**src/rtl/sp_pkg.sv**
```systemverilog
// Shared types for the serial control port.
// Assumes: nothing beyond IEEE 1800-2017.
package sp_pkg;
    typedef enum logic [1:0] {
        MODE_IDLE = 2'd0,
        MODE_WR   = 2'd1,
        MODE_RD   = 2'd2,
        MODE_BYTE = 2'd3
    } sp_mode_e;
endpackage

```
**src/rtl/sp_sync.sv**
```systemverilog
// Two-flop synchronizer with one extra history stage and edge detection.
// Assumes: inputs are asynchronous and stay stable for several clk cycles.
module sp_sync #(
    parameter int W = 1
) (
    input  logic         clk,
    input  logic         rst_n,
    input  logic [W-1:0] a_in,
    output logic [W-1:0] s_out,
    output logic [W-1:0] rise,
    output logic [W-1:0] fall
);
    logic [W-1:0] meta_q, sync_q, hist_q;

    // purpose: resynchronize the inputs and keep one cycle of history
    always_ff @(posedge clk) begin
        if (!rst_n) begin
            meta_q <= '0;
            sync_q <= '0;
            hist_q <= '0;
        end else begin
            meta_q <= a_in;
            sync_q <= meta_q;
            hist_q <= sync_q;
        end
    end

    assign s_out = sync_q;
    assign rise  = sync_q & ~hist_q;
    assign fall  = ~sync_q & hist_q;
endmodule

```
**src/rtl/sp_addr.sv**
```systemverilog
// Address shift register, code decode and mode register.
// Assumes: strobes come from synchronized signals. The last AW bits before
// enable rises form the address, and the first bit lands in bit 0.
module sp_addr
    import sp_pkg::*;
#(
    parameter int          AW      = 8,
    parameter logic [AW-1:0] CODE_WR = 8'hFA,
    parameter logic [AW-1:0] CODE_RD = 8'hFB,
    parameter logic [AW-1:0] CODE_BY = 8'hFC
) (
    input  logic     clk,
    input  logic     rst_n,
    input  logic     en_s,
    input  logic     en_rise,
    input  logic     en_fall,
    input  logic     sclk_rise,
    input  logic     din_s,
    output sp_mode_e mode,
    output logic     hit_rd
);
    logic [AW-1:0] addr_q;
    logic          hit_wr, hit_by;

    assign hit_wr = (addr_q == CODE_WR);
    assign hit_rd = (addr_q == CODE_RD);
    assign hit_by = (addr_q == CODE_BY);

    // purpose: collect address bits while enable is low, clear after each transaction
    always_ff @(posedge clk) begin
        if (!rst_n)
            addr_q <= '0;
        else if (en_fall)
            addr_q <= '0;
        else if (sclk_rise && !en_s)
            addr_q <= {din_s, addr_q[AW-1:1]};
    end

    // purpose: choose the mode on enable rise, return to idle on enable fall
    always_ff @(posedge clk) begin
        if (!rst_n)
            mode <= MODE_IDLE;
        else if (en_fall)
            mode <= MODE_IDLE;
        else if (en_rise) begin
            if (hit_wr)      mode <= MODE_WR;
            else if (hit_rd) mode <= MODE_RD;
            else if (hit_by) mode <= MODE_BYTE;
            else             mode <= MODE_IDLE;
        end
    end

    // a mode is only entered on the cycle after an enable rise
    assert_mode_entry_R2: assert property (@(posedge clk) disable iff (!rst_n)
        ($past(mode) == MODE_IDLE && mode != MODE_IDLE) |-> $past(en_rise));
    // the mode is dropped when enable falls
    assert_mode_exit_R2: assert property (@(posedge clk) disable iff (!rst_n)
        en_fall |=> mode == MODE_IDLE);
endmodule

```
**src/rtl/sp_wr_path.sv**
```systemverilog
// Control-write data path: shift register, saturating bit counter, commit.
// Assumes: mode is held for the whole data phase. The first bit lands in bit 0.
module sp_wr_path #(
    parameter int DW = 16
) (
    input  logic          clk,
    input  logic          rst_n,
    input  logic          active,
    input  logic          en_rise,
    input  logic          en_fall,
    input  logic          sclk_rise,
    input  logic          din_s,
    output logic [DW-1:0] ctrl_q
);
    localparam int CW = $clog2(DW + 2);
    localparam logic [CW-1:0] CNT_FULL = CW'(DW);
    localparam logic [CW-1:0] CNT_OVER = CW'(DW + 1);

    logic [DW-1:0] sh_q;
    logic [CW-1:0] cnt_q;

    // purpose: shift data bits in and count them, saturating past the word length
    always_ff @(posedge clk) begin
        if (!rst_n) begin
            sh_q  <= '0;
            cnt_q <= '0;
        end else if (en_rise) begin
            cnt_q <= '0;
        end else if (active && sclk_rise) begin
            sh_q <= {din_s, sh_q[DW-1:1]};
            if (cnt_q != CNT_OVER)
                cnt_q <= cnt_q + 1'b1;
        end
    end

    // purpose: commit the word only when enable falls after exactly DW bits
    always_ff @(posedge clk) begin
        if (!rst_n)
            ctrl_q <= '0;
        else if (active && en_fall && cnt_q == CNT_FULL)
            ctrl_q <= sh_q;
    end

    // the control register changes only on an enable fall during a write
    assert_ctrl_commit_R3: assert property (@(posedge clk) disable iff (!rst_n)
        !$stable(ctrl_q) |-> ($past(en_fall) && $past(active)));
    // a write that ends on a bad count keeps the register
    assert_ctrl_count_R4: assert property (@(posedge clk) disable iff (!rst_n)
        (en_fall && cnt_q != CNT_FULL) |=> $stable(ctrl_q));
endmodule

```
**src/rtl/sp_byte_path.sv**
```systemverilog
// Byte-stream path: assembles BW-bit groups and strobes each one out.
// Assumes: the first bit of each group lands in bit 0. The strobe is one cycle.
module sp_byte_path #(
    parameter int BW = 8
) (
    input  logic          clk,
    input  logic          rst_n,
    input  logic          active,
    input  logic          en_rise,
    input  logic          sclk_rise,
    input  logic          din_s,
    output logic [BW-1:0] byte_q,
    output logic          vld_q
);
    localparam int CW = $clog2(BW);
    localparam logic [CW-1:0] CNT_LAST = CW'(BW - 1);

    logic [BW-1:0] sh_q;
    logic [CW-1:0] cnt_q;

    // purpose: shift bits in, and on every BW-th bit present the group with a strobe
    always_ff @(posedge clk) begin
        if (!rst_n) begin
            sh_q   <= '0;
            cnt_q  <= '0;
            byte_q <= '0;
            vld_q  <= 1'b0;
        end else begin
            vld_q <= 1'b0;
            if (en_rise) begin
                cnt_q <= '0;
            end else if (active && sclk_rise) begin
                sh_q  <= {din_s, sh_q[BW-1:1]};
                cnt_q <= (cnt_q == CNT_LAST) ? '0 : cnt_q + 1'b1;
                if (cnt_q == CNT_LAST) begin
                    byte_q <= {din_s, sh_q[BW-1:1]};
                    vld_q  <= 1'b1;
                end
            end
        end
    end

    // the strobe lasts one cycle
    assert_strobe_single_R7: assert property (@(posedge clk) disable iff (!rst_n)
        vld_q |=> !vld_q);
    // a strobe only follows a cycle spent in byte mode
    assert_strobe_mode_R8: assert property (@(posedge clk) disable iff (!rst_n)
        vld_q |-> $past(active));
endmodule

```
**src/rtl/sp_rd_path.sv**
```systemverilog
// Read path: captures the status word on enable rise and shifts it out LSB first.
// Assumes: the host samples the line while the serial clock is high, and the
// word moves on to the next bit on each falling serial-clock edge.
module sp_rd_path #(
    parameter int SW = 16
) (
    input  logic          clk,
    input  logic          rst_n,
    input  logic          load,
    input  logic          active,
    input  logic          sclk_fall,
    input  logic [SW-1:0] status,
    output logic          pull_low
);
    logic [SW-1:0] sh_q;

    // purpose: capture the status word and move it on one bit per falling edge
    always_ff @(posedge clk) begin
        if (!rst_n)
            sh_q <= '0;
        else if (load)
            sh_q <= status;
        else if (active && sclk_fall)
            sh_q <= {1'b1, sh_q[SW-1:1]};
    end

    assign pull_low = active & ~sh_q[0];

    // the shifted word changes only on a load or a falling serial-clock edge
    assert_rd_hold_R9: assert property (@(posedge clk) disable iff (!rst_n)
        !$stable(sh_q) |-> ($past(load) || $past(sclk_fall)));
endmodule

```
**src/rtl/sctl_port.sv**
```systemverilog
// Address-gated serial control port: top level.
// Assumes: the serial clock and enable are much slower than clk (several
// cycles per level). The output is an open-drain pull-low flag.
module sctl_port
    import sp_pkg::*;
#(
    parameter int AW = 8,
    parameter int DW = 16,
    parameter int SW = 16,
    parameter int BW = 8
) (
    input  logic          clk,
    input  logic          rst_n,
    input  logic          ser_clk,
    input  logic          ser_en,
    input  logic          ser_din,
    output logic          ser_do_low,
    input  logic [SW-1:0] status_word,
    output logic [DW-1:0] ctrl_reg,
    output logic [BW-1:0] crc_byte,
    output logic          crc_byte_vld
);
    localparam int NSYNC = 3;

    logic [NSYNC-1:0] s_vec, r_vec, f_vec;
    logic             sclk_rise, sclk_fall, en_s, en_rise, en_fall, din_s;
    logic             en_hist_q;
    sp_mode_e         mode;
    logic             hit_rd;

    sp_sync #(.W(NSYNC)) u_sync (
        .clk(clk), .rst_n(rst_n),
        .a_in({ser_din, ser_en, ser_clk}),
        .s_out(s_vec), .rise(r_vec), .fall(f_vec)
    );

    assign sclk_rise = r_vec[0];
    assign sclk_fall = f_vec[0];
    assign en_s      = s_vec[1];
    assign en_rise   = r_vec[1];
    assign en_fall   = f_vec[1];
    assign din_s     = s_vec[2];

    sp_addr #(.AW(AW)) u_addr (
        .clk(clk), .rst_n(rst_n), .en_s(en_s), .en_rise(en_rise),
        .en_fall(en_fall), .sclk_rise(sclk_rise), .din_s(din_s),
        .mode(mode), .hit_rd(hit_rd)
    );

    sp_wr_path #(.DW(DW)) u_wr (
        .clk(clk), .rst_n(rst_n), .active(mode == MODE_WR),
        .en_rise(en_rise), .en_fall(en_fall), .sclk_rise(sclk_rise),
        .din_s(din_s), .ctrl_q(ctrl_reg)
    );

    sp_byte_path #(.BW(BW)) u_byte (
        .clk(clk), .rst_n(rst_n), .active(mode == MODE_BYTE),
        .en_rise(en_rise), .sclk_rise(sclk_rise), .din_s(din_s),
        .byte_q(crc_byte), .vld_q(crc_byte_vld)
    );

    sp_rd_path #(.SW(SW)) u_rd (
        .clk(clk), .rst_n(rst_n), .load(en_rise && hit_rd),
        .active(mode == MODE_RD), .sclk_fall(sclk_fall),
        .status(status_word), .pull_low(ser_do_low)
    );

    // purpose: previous synchronized enable, used only by the checks below
    always_ff @(posedge clk) begin
        if (!rst_n) en_hist_q <= 1'b0;
        else        en_hist_q <= en_s;
    end

    // the line is released once enable has been low for a full cycle
    assert_release_idle_R6: assert property (@(posedge clk) disable iff (!rst_n)
        (!en_s && !en_hist_q) |-> !ser_do_low);
    // the outputs are quiet on the first cycle after reset
    assert_reset_quiet_R1: assert property (@(posedge clk)
        !$past(rst_n) |-> (ctrl_reg == '0 && !ser_do_low && !crc_byte_vld));
endmodule

```
**config.mk**
```make
export PLATFORM = sky130hd
export DESIGN_NAME = sctl_port
export DESIGN_NICKNAME = d
export VERILOG_FILES = /design/src/rtl/sp_pkg.sv /design/src/rtl/sp_sync.sv /design/src/rtl/sp_addr.sv /design/src/rtl/sp_wr_path.sv /design/src/rtl/sp_byte_path.sv /design/src/rtl/sp_rd_path.sv /design/src/rtl/sctl_port.sv
export SDC_FILE = /design/constraint.sdc
export NUM_CORES = 1
export LEC_CHECK = 0
export BUFFER_PORTS_ARGS = -buffer_cell sky130_fd_sc_hd__buf_4
export CAP_MARGIN = 20
export CORE_ASPECT_RATIO = 0.6
export CORE_MARGIN = 2
export CORE_UTILIZATION = 35
export CTS_BUF_LIST = sky130_fd_sc_hd__clkbuf_4 sky130_fd_sc_hd__clkbuf_8
export DETAILED_ROUTE_END_ITERATION = 6
export PLACE_DENSITY = 0.61
export SLEW_MARGIN = 30
export SYNTH_ARGS = -nofsm -noshare
export SYNTH_HDL_FRONTEND = slang
export SYNTH_SLANG_ARGS = --single-unit
```
**constraint.sdc**
```tcl
create_clock -name clk -period 1.7 [get_ports clk]
set_input_delay 0.17 -clock clk [delete_from_list [all_inputs] [get_ports clk]]
set_output_delay 0.17 -clock clk [all_outputs]
set_load 0.02 [all_outputs]
```
# After elaboration in Yosys (flattened, before gate mapping)
# Cells that the tools add are included.
[totals]
register_bits = 91
in_bits = 21
output_inout_bits = 26
elab_cells = 56
[classes]
n_addsub = 2
eq_ne = 9
mux = 7
bitwise = 9
reduce_logical = 16
[ops]
columns = ["cell", "count"]
rows = [
  ["$mux 16", 2],
  ["$eq 8x8->1 const B", 3],
  ["$logic_and 1x1->1", 7],
  ["$mux 2", 3],
  ["$reduce_and 2->1", 3],
  ["$add 5x1->5 const B", 1],
  ["$eq 5x5->1 const B", 1],
  ["$ne 5x5->1 const B", 1],
  ["$and 2x2->2", 2],
  ["$eq 2x2->1 const B", 2],
  ["$not 1->1", 4],
  ["$not 2->2", 2],
  ["$reduce_or 2->1", 2],
  ["$add 3x1->3 const B", 1],
  ["$eq 3x3->1 const B", 1],
  ["$mux 3", 1],
  ["$reduce_and 3->1", 1],
  ["$reduce_or 3->1", 1],
  ["$eq 2x1->1 const B", 1],
  ["$reduce_bool 2->1", 1],
  ["$and 1x1->1", 1],
  ["$logic_not 1->1", 1],
  ["$mux 1", 1],
]

# Depth between registers and ports, before layout
# Gate-level depths: netlist of the first run.
[depth]
ltp_word = 5
mapped_depth = 6
mapped_depth_nobuf = 5

# Cells and area by module
# From an unflattened synthesis of the first run, not the netlist that was laid out.
[hier_totals]
hier_cells = 402
hier_area_um2 = 3957.5
[modules_own_cells]
columns = ["mod", "n_inst", "cells_per_inst", "area_each_um2", "seq_area_each_um2"]
rows = [
  ["sp_wr_path", 1, 173, 1530.2, 740.7],
  ["sp_rd_path", 1, 84, 902.1, 320.3],
  ["sp_byte_path", 1, 73, 793.3, 380.4],
  ["sp_addr", 1, 44, 429.2, 200.2],
  ["sp_sync", 1, 24, 274.0, 180.2],
  ["sctl_port", 1, 4, 28.8, 0.0],
]

# Least setup slack after synthesis of the first run
# Ideal clock, no wire load.
[synth_path]
path_type = "register to register"
start = "register u_addr.addr_q[1]"
end = "register u_rd.sh_q[10]"
setup_ns = 0.086
t_arrival_ns = 1.530
required_time_ns = 1.614
slack_ns = 0.084
stages_incl_launch_ff = 6
n_path_buf = 2
synth_period_minus_slack_ns = 1.616
cell_sequence = "dfxtp_1 nand3b_4 or4_4 buf_6 buf_12 a221oi_2"
[synth_via]
elab_chain_len = 3
word_cells_on_any_way = 4
cone_classes = "1 x eq/ne; 1 x mux; 2 x reduce/logical"
[synth_rtl]
columns = ["item", "line_no", "source"]
rows = [
  ["start, declared", "sp_addr.sv:22", "logic [AW-1:0] addr_q;"],
  ["start signal, assigned", "sp_addr.sv:36", "addr_q <= {din_s, addr_q[AW-1:1]};"],
  ["$eq 8x8->1 (*)", "sp_addr.sv:26", "assign hit_rd = (addr_q == CODE_RD);"],
  ["$logic_and 1x1->1 (*)", "sctl_port.sv:63", ".clk(clk), .rst_n(rst_n), .load(en_rise && hit_rd),"],
  ["$mux 16 / $reduce_bool 2->1 (equally long branches)", "--", ""],
  ["end signal, assigned", "sp_rd_path.sv:22", "sh_q <= status;"],
  ["end signal, assigned", "sp_rd_path.sv:24", "sh_q <= {1'b1, sh_q[SW-1:1]};"],
  ["end, declared", "sp_rd_path.sv:15", "logic [SW-1:0] sh_q;"],
]
# Every way passes the cells marked *; elsewhere a longest branch is shown, timed or not.
# A chain may end at the register's enable or synchronous reset.

# Worst setup path in the final report of the first run
[layout_path]
start = "register u_addr.addr_q[4]"
end = "register u_rd.sh_q[13]"
# The elaborated chain is that of the path after synthesis.

==> out/metrics.yaml, run 1 <==
status: "finished clean"
die_w_um: 138
finClkSkew_ns: 0.0112
clk_latency_ns: 0.36
syn-cell-area_mm2: 0.00380
final-setup-viol-count: 0
synth_cell_types: 39
via_per_inst: 4.95
antenna_found_initial: 0
cts_inserted_buffers: 9
max_freq_mhz: 618
fin_ws_ns: 0.0827
netlist_instances: 403
syn_area_per_cell_um2: 9.43
grt_overflow: 0
synthArstFlopShare: 0
seq_area_mm2: 0.00180
hold_violations: 0
synth-edff-count: 0
r2r_cells: 4
drt_drc_violations_left: 0
grt_pass1_vias: 2827
worstPathCellList: "nand3_2, or4_4, buf_12, a221oi_2"
drive_above_1_share: 0.215
numPortBuffers: 46
crit_buf_inv: 1
maxSlewViolCount: 0
finalSetupTns_ns: 0
min_period_ns: 1.62
ys_warn_count: 0
hpwl_um: 5370
core_region_area_mm2: 0.0106
maxSlewHeadroom: 0.699
cts.sinks: 90
holdPathStages: 3
endpoint_kind: "flop"
ant_nets: 0
startpoint_type: "flop"
dp_slack_ns: 0.0756
nets: 477
std_cell_rows: 29
crit_required_ns: 1.97
max_stage_delay_ns: 0.61
power_density_mw_per_mm2: 785
regToRegStartpoint: "u_addr.addr_q[4]"
dr.first_iter.drc_count: 180
gp_routability_congestion: 0.740
cp_slowest_cell: "or4_4"
area_delta_synth_final_pct: 21.4
grt_max_degree: 49
crit_type: "reg -> reg"
clock_path_buffers: 2
rsz0062_at_grt: "no"
vias: 2945
diodes: 0
clock-root-buffer: "clkbuf_8"
worstPathMaxFanout: 9
cts_tree: "built"
synth-seq-cells: 90
post-route-period-util: 0.951
crit_family: "simple AND/OR/NAND/NOR gates"
grt_use_total: 0.141
leakage_nw: 1.60
hp-start: "status_word[15]"
holdPathEnd: "u_rd.sh_q[15]"
synthFlopType: "dfxtp_1"
maxCapViolCount: 0
initial_core_util: 0.360
crit_arrival_ns: 1.89
synth_seq_area_share: 0.474
multi_input_area_mm2: 0.00185
wl_per_cell_um: 13.3
fp.dieH_um: 84.7
grt_pass1_wl_um: 13600
worstMarginPinSlew_ns: 0.441
r2r_slack_ns: 0.08
hold_path.class: "in -> reg"
peakVddDrop_mv: 0.442
path_clk_slew_ns: 0.08
io_pins: 47
fillers: 1039
firstDrtPassIters: 4
die-area_mm2: 0.0117
rr_endpoint: "u_rd.sh_q[13]"
synth_nets: 429
routed_wl_um: 7900
htreeDepth: 3
==> stage by stage <==
stage / power, mW / instance area (um^2) / util / cells / hold slack (ns)
after detailed placement: 2.31 / 4360 / 0.413 / 574 / 0.380
after global placement: 2.31 / 4360 / 0.413 / 574 / 0.380
after CTS: 3.68 / 4580 / 0.433 / 593 / 0.0693
after floorplan: 2.24 / 3800 / - / 403 / 0.297
after global routing: 3.77 / 4610 / 0.437 / 595 / 0.0896
final: 3.62 / 4610 / 0.437 / 595 / 0.0859
==> metal layers <==
layer	track usage	routed length, um	part of all wire
met1	0.196	4330	0.55
met2	0.208	3140	0.40
met3	0.0479	350	0.044
met4	0.0427	82	0.010
met5	0	0	0
==> sequential cells by signal, indices dropped and copies added (netlist names), 2 cells and up <==
name	cells
u_wr.ctrl_q	16
u_addr.addr_q	8
u_sync.meta_q	3
u_rd.sh_q	16
u_wr.cnt_q	5
u_wr.sh_q	16
u_byte.sh_q	7
u_byte.byte_q	8
u_addr.mode	2
u_sync.hist_q	2
u_byte.cnt_q	3
u_sync.s_out	3
==> report_power, final <==
part | switching, mW | total, mW | internal [mW]
Sequential | 0.00628 | 2.12 | 2.11
Clock | 0.729 | 1.35 | 0.625
Combinational | 0.0854 | 0.147 | 0.0613
Total | 0.820 | 3.62 | 2.80
==> area by class of cell <==
type,instances,share of cell area
clock buffer,12,0.0345
clock inverter,4,0.00570
inverter,5,0.00407
multi-input combinational,275,0.400
sequential,90,0.391
tap,139,0.0377
timing repair buffer,70,0.127
==> worst max path at each step <==
stage	depth (start not counted)	startpoint	end
after floorplan	5	u_addr.addr_q[1]	u_rd.sh_q[10]
after global placement	3	u_addr.addr_q[1]	u_rd.sh_q[2]
after detailed placement	3	u_addr.addr_q[1]	u_rd.sh_q[2]
after CTS	3	u_addr.addr_q[1]	u_rd.sh_q[5]
after global routing	4	u_addr.addr_q[4]	u_rd.sh_q[6]
final	4	u_addr.addr_q[4]	u_rd.sh_q[13]
==> kinds of logic (layout without fill, tap and decap cells) <==
family	after synthesis	after routing	share of synthesized area
buffers and inverters	38	91	0.0468
XOR/XNOR	1	1	0.00231
multiplexers	51	51	0.134
AO/OA/AOI/OAI	73	73	0.130
AND/OR/NAND/NOR	145	145	0.196
flip-flops	90	90	0.474
adder cells (fa/ha/maj)	5	5	0.0165
==> cell usage after synthesis, drive strengths merged, types with 5 or more instances <==
cell / count / share of area
nor3: 15 / 0.020
dfxtp: 90 / 0.47
a21oi: 29 / 0.038
inv: 5 / 0.0049
a221oi: 15 / 0.049
nand2: 58 / 0.057
clkbuf: 21 / 0.021
nand3: 28 / 0.037
nor2: 10 / 0.0099
buf: 12 / 0.021
o21ai: 26 / 0.034
ha: 5 / 0.016
and2: 10 / 0.016
mux2i: 51 / 0.13
==> tightest hold or removal path, delay by kind of cell <==
kind / cells / cell delay, ns
buf+inv: 1 / 0.11
simple gates: 1 / 0.05
mux: 1 / 0.06
==> cells in the final DEF, fill, tap and decap left out, types with 9 or more instances in the layout <==
| master | synthesis | final |
|---|---|---|
| and2_1 | 10 | 10 |
| a221oi_2 | 9 | 9 |
| a21oi_1 | 29 | 29 |
| clkbuf_8 | 0 | 11 |
| o21ai_0 | 16 | 16 |
| o21ai_1 | 10 | 10 |
| nor3_1 | 15 | 15 |
| nand2_1 | 58 | 58 |
| nand3_1 | 28 | 27 |
| nor2_1 | 10 | 10 |
| mux2i_1 | 51 | 51 |
| dfxtp_1 | 90 | 90 |
| buf_4 | 0 | 62 |
==> repair_timing <==
| action | 4_1_cts | 5_1_grt |
|---|---|---|
| setup endpoints to repair | 0 | 10 |
| hold buffers | 3 | 0 |
| endpoints found under the hold margin | 3 | 0 |
| setup buffers | 0 | 2 |
| gates resized for setup | 0 | 2 |
No activity file was read; power rests on OpenSTA's default activity.
==> run 2: changes to the inputs <==
- CELL_PAD_IN_SITES_DETAIL_PLACEMENT: not set -> 2
- CELL_PAD_IN_SITES_GLOBAL_PLACEMENT: not set -> 2
- CORE_UTILIZATION: 35 -> 34
- PLACE_DENSITY: 0.61 -> 0.84
==> out/metrics.yaml, run 2 (synthesis gave the netlist of run 1 again) <==
gp_routability_congestion: 0.721  # -2.6%
finish.utilization: 0.432  # -0.00482
grt_use_total: 0.172  # +0.0311
max_stage_delay_ns: 0.68  # +0.07 ns
wl_per_cell_um: 17.3  # +31%
htreeDepth: 3  # unchanged
diodes: 0  # unchanged
worstMarginPinSlew_ns: 0.532  # +0.0912 ns
cts_inserted_buffers: 9  # unchanged
fp.dieH_um: 85.9  # +1.4%
worstPathMaxFanout: 8  # -1
vias: 3134  # +6.4%
finClkSkew_ns: 0.0102  # -0.00100 ns
maxSlewHeadroom: 0.636  # -0.0624
hp-start: "ser_clk"
final-setup-viol-count: 0  # unchanged
core_region_area_mm2: 0.0107  # +1.7%
hpwl_um: 6770  # +26%
nets: 477  # unchanged
grt_overflow: 0  # unchanged
crit_type: "reg -> reg"
crit_arrival_ns: 1.93  # +0.04 ns
fin_ws_ns: 0.0289  # -0.0538 ns
mostFrequentLayoutCells: "90 x dfxtp_1, 61 x buf_4, 58 x nand2_1, 51 x mux2i_1, 29 x a21oi_1"
regToRegStartpoint: "u_sync.hist_q[1]"
startpoint_type: "flop"
holdPathStages: 2  # -1
crit_buf_inv: 0  # -1
firstDrtPassIters: 4  # unchanged
antenna_found_initial: 0  # unchanged
path_clk_slew_ns: 0.08  # about the same
status: "finished clean"
crit_required_ns: 1.96  # about the same
drive_above_1_share: 0.218  # +0.00315
crit_family: "simple AND/OR/NAND/NOR gates"
hold_violations: 0  # unchanged
io_pins: 47  # unchanged
ant_nets: 0  # unchanged
numPortBuffers: 46  # unchanged
hold_path.class: "in -> reg"
max_freq_mhz: 598  # -3.2%
via_per_inst: 5.28  # +6.8%
std_cell_rows: 29  # unchanged
maxSlewViolCount: 0  # unchanged
die_w_um: 140  # +1.4%
worstPathCellList: "nand2b_1, or4_4, a221oi_1"
dp_slack_ns: 0.0953  # +0.0198 ns
mostFrequentLayoutCell: "dfxtp_1"
initial_core_util: 0.354  # -0.00608
routed_wl_um: 10300  # +30%
clk_latency_ns: 0.36  # about the same
crit_start: "u_sync.hist_q[1]"
largestRegisters: "u_rd.sh_q x16, u_wr.ctrl_q x16, u_wr.sh_q x16"
leakage_nw: 1.60  # -0.26%
fin_cells: 593  # -0.34%
dp.cells: 574  # unchanged
power_density_mw_per_mm2: 784  # -0.19%
min_period_ns: 1.67  # +0.0538 ns
cp.depth: 3  # -1
drt_drc_violations_left: 0  # unchanged
grt_max_degree: 50  # +2.0%
grt_pass1_vias: 3309  # +17%
cp_slowest_cell: "or4_4"
cts.sinks: 90  # unchanged
grt_pass1_wl_um: 16600  # +23%
maxCapViolCount: 0  # unchanged
area_delta_synth_final_pct: 22.1
clock_path_buffers: 2  # unchanged
endpoint_kind: "flop"
clock-root-buffer: "clkbuf_8"
die-area_mm2: 0.0121  # +2.8%
cts_tree: "built"
dr.first_iter.drc_count: 76  # -58%
peakVddDrop_mv: 0.329  # -25%
post-route-period-util: 0.983  # +0.0316
r2r_cells: 3  # -1
-- run 2: area by class of cell --
type                            count  area (um^2)
Inverter                            5         18.8
Fill cell                        1168         6100
Timing Repair Buffer               69          589
Multi-Input combinational cell    276         1880
Clock buffer                       12          165
Sequential cell                    90         1800
Clock inverter                      2         12.5
Tap cell                          139          174
-- run 2: where the power goes --
part	internal (mW)	switching, mW	leakage, nW
registers	2.11	0.00722	0.726
logic	0.0673	0.0917	0.783
clock network	0.633	0.722	0.0903
total	2.81	0.821	1.60
-- run 2: what timing repair did --
action                                  in CTS  in global routing
endpoints found under the hold margin        2                  0
hold buffers                                 2                  0
buffers inserted                             0                  2
resized for setup                            0                  5
endpoints found under the setup margin       0                 10
-- run 2: worst paths after layout --
kind                                    endpoint  slack, ns
worst min register to register   u_sync.s_out[2]       0.45
worst max register to register      u_rd.sh_q[1]       0.03
worst max-delay path                u_rd.sh_q[1]       0.03
worst min-delay path            u_sync.meta_q[0]       0.03
-- run 2: metrics by stage --
step | total power, mW | setup TNS (ns) | cell area (um^2) | hold slack, ns
finish | 3.64 | 0 | 4640 | 0.0282
floorplan | 2.24 | 0 | 3800 | 0.297
global placement | 2.32 | 0 | 4390 | 0.378
CTS | 3.69 | 0 | 4590 | 0.0124
global route | 3.79 | -0.139 | 4640 | 0.0152
detailed placement | 2.33 | 0 | 4390 | 0.385
-- run 2: worst register-to-register path, stage by stage (launching register included) --
cell,delay [ns]
dfxtp_1,0.32
nand2b_1,0.26
or4_4,0.68
a221oi_1,0.32
-- run 2: routing by layer --
metal / part of all wire / global-route usage / up-vias
met5: 0 / 0 / -
met4: 0.011 / 0.0527 / 0
met3: 0.030 / 0.0436 / 16
met2: 0.47 / 0.285 / 41
met1: 0.49 / 0.225 / 1545
li1: - / - / 1532
==> run 3: changes to the inputs <==
- ABC_AREA: not set -> 1
- CORE_UTILIZATION: 34 -> 31
- PLACE_DENSITY: 0.84 -> 0.83
==> out/metrics.yaml, run 3 <==
via_per_inst: 4.70  # -11%
yosysMostFrequentCell: "nor2_1"
min_period_ns: 1.54  # -0.134 ns
cp_slowest_cell: "dfxtp_1"
grt_overflow: 0  # unchanged
synthTopCellsByArea: "dfxtp_1 49%, nor2_1 11%, nand2_1 8.8%"
initial_core_util: 0.321  # -0.0332
dr.first_iter.drc_count: 78  # +2.6%
routed_wl_um: 10300  # +0.19%
cts_inserted_buffers: 9  # unchanged
finClkSkew_ns: 0.0123  # +0.00207 ns
syn-cell-area_mm2: 0.00366  # -3.7%
maxSlewHeadroom: 0.672  # +0.0356
core_region_area_mm2: 0.0114  # +6.2%
grt.busiest_layer: "met2"
nets: 559  # +17%
area_delta_synth_final_pct: 20.0
finish.utilization: 0.385  # -0.0474
netlist_instances: 481  # +19%
hold_path.class: "in -> reg"
syn_area_per_cell_um2: 7.60  # -19%
hpwl_um: 7340  # +8.5%
endpoint_kind: "flop"
peakVddDrop_mv: 0.348  # +5.8%
met2_usage: 0.292  # +0.00702
synthTopCellsByCount: "105 x nor2_1, 90 x dfxtp_1, 86 x nand2_1"
maxSlewViolCount: 0  # unchanged
yosysTopAreaCell: "dfxtp_1"
ant_nets: 0  # unchanged
max_freq_mhz: 651  # +8.7%
firstDrtPassIters: 4  # unchanged
crit_type: "reg -> reg"
final-setup-viol-count: 0  # unchanged
synth_cell_types: 28  # -28%
fp.dieH_um: 88.1  # +2.6%
hold_violations: 0  # unchanged
drive_above_1_share: 0.179  # -0.0393
ys_warn_count: 0  # unchanged
crit_required_ns: 1.95  # about the same
die-area_mm2: 0.0127  # +5.4%
leakage_nw: 1.95  # +22%
worstMarginPinSlew_ns: 0.491  # -0.0414 ns
synthArstFlopShare: 0  # unchanged
startpoint_type: "flop"
crit_arrival_ns: 1.78  # -0.15 ns
synth-seq-cells: 90  # unchanged
cts_tree: "built"
grt_max_degree: 35  # -30%
clock-root-buffer: "clkbuf_8"
cts.sinks: 90  # unchanged
path_clk_slew_ns: 0.09  # about the same
clk_latency_ns: 0.37  # about the same
htreeDepth: 3  # unchanged
grt_pass1_vias: 3389  # +2.4%
synth-edff-count: 0  # unchanged
grtUsageMet1: 0.227  # +0.00206
power_density_mw_per_mm2: 836  # +6.7%
synth_seq_area_share: 0.493  # +0.0183
grt_use_met3: 0.0437  # +0.000189
power.total_mw: 3.67  # +0.94%
numPortBuffers: 46  # unchanged
post-route-period-util: 0.904  # -0.0787
grt_use_total: 0.174  # +0.00192
clock_path_buffers: 2  # unchanged
largestRegisters: "u_rd.sh_q x16, u_wr.ctrl_q x16, u_wr.sh_q x16"
synth_nets: 507  # +18%
gp_routability_congestion: 0.769  # +6.7%
wl_per_cell_um: 14.8  # -15%
grt_pass1_wl_um: 17000  # +2.1%
maxCapViolCount: 0  # unchanged
yosysTopAreaCellShare: 0.493  # +0.0183
std_cell_rows: 30  # +3.4%
crit_buf_inv: 2  # +2
drt_drc_violations_left: 0  # unchanged
synthFlopType: "dfxtp_1"
mostFrequentLayoutCells: "105 x nor2_1, 90 x dfxtp_1, 86 x nand2_1, 57 x buf_4, 50 x nand3_1"
mostFrequentLayoutCell: "nor2_1"
worstPathMaxFanout: 16  # +8
diodes: 0  # unchanged
crit_family: "flip-flops"
status: "finished clean"
vias: 3279  # +4.6%
io_pins: 47  # unchanged
max_stage_delay_ns: 0.34  # -0.34 ns
antenna_found_initial: 0  # unchanged
die_w_um: 144  # +2.7%
worstPathCellList: "inv_1, ha_1, nand2_1, nor2_2, nand2_2, buf_4, o21ai_0, nor2_1"
run 3: changes by cell type after synthesis, moves of 6 or more:
cell      delta
clkbuf_1    -15
mux2i_1     -51
a221oi_1     -6
nor2_1      +95
o21ai_0     +11
and2_1      -10
nand2_1     +28
nor3_1      -12
nand3_1     +22
inv_1       +20
a221oi_2     -9
run 3: final timing paths:
kind | from | end | slack [ns] | depth (start not counted)
worst max-delay path | u_wr.cnt_q[1] | u_wr.ctrl_q[6] | 0.16 | 8
worst min-delay path | status_word[9] | u_rd.sh_q[9] | 0.02 | 3
worst max register to register | u_wr.cnt_q[1] | u_wr.ctrl_q[6] | 0.16 | 8
worst min register to register | u_sync.meta_q[2] | u_sync.s_out[2] | 0.43 | 2
run 3: per-layer routing:
metal	vias to the layer above	share of wire
met3	9	0.033
met2	41	0.46
li1	1646	-
met1	1583	0.50
met4	0	0.0093
met5	-	0
run 3: worst reg2reg max path, stage by stage, from the launching register on:
cell,delay [ns]
dfxtp_1,0.34
inv_1,0.11
ha_1,0.15
nand2_1,0.07
nor2_2,0.12
nand2_2,0.07
buf_4,0.20
o21ai_0,0.29
nor2_1,0.07
run 3: what timing repair did:
| item | in CTS | in global routing |
|---|---|---|
| gates resized for setup | 0 | 1 |
| hold endpoints to repair | 3 | 0 |
| endpoints found under the setup margin | 0 | 11 |
| hold buffers | 3 | 0 |
| setup buffers | 0 | 2 |
run 3: area by class of cell:
| type | instances | area [um^2] |
|---|---|---|
| Sequential cell | 90 | 1800 |
| Clock buffer | 10 | 138 |
| Clock inverter | 5 | 38.8 |
| Tap cell | 160 | 200 |
| Multi-Input combinational cell | 341 | 1630 |
| Inverter | 31 | 123 |
| Fill cell | 1352 | 7020 |
| Timing Repair Buffer | 60 | 458 |
run 3: stage by stage:
| step | hold slack [ns] | setup TNS [ns] | instances | instance area (um^2) | worst slack [ns] |
|---|---|---|---|---|---|
| 2_1_floorplan | 0.268 | 0 | 481 | 3660 | 0.407 |
| 3_3_place_gp | 0.352 | 0 | 677 | 4160 | 0.236 |
| 3_5_place_dp | 0.367 | 0 | 677 | 4160 | 0.172 |
| 4_1_cts | 0.00516 | 0 | 695 | 4370 | 0.116 |
| 5_1_grt | 0.0162 | -0.0298 | 697 | 4390 | -0.0247 |
| 6_report | 0.0226 | 0 | 697 | 4390 | 0.163 |
run 3: kinds of logic (layout without fill, tap and decap cells):
logic type | Yosys count | count (layout) | synth area share
adders and majority gates | 5 | 5 | 0.0171
and+or+nand+nor | 263 | 263 | 0.323
buffers and inverters | 50 | 106 | 0.0633
AOI/OAI and AO/OA | 70 | 70 | 0.0972
xor gates and xnor gates | 3 | 3 | 0.00719
DFF | 90 | 90 | 0.493
run 3: where the power goes:
group | internal [mW] | switching (mW) | total, mW
sequential | 2.12 | 0.0191 | 2.14
combinational | 0.0642 | 0.0993 | 0.164
clock | 0.571 | 0.792 | 1.36
total | 2.76 | 0.910 | 3.67
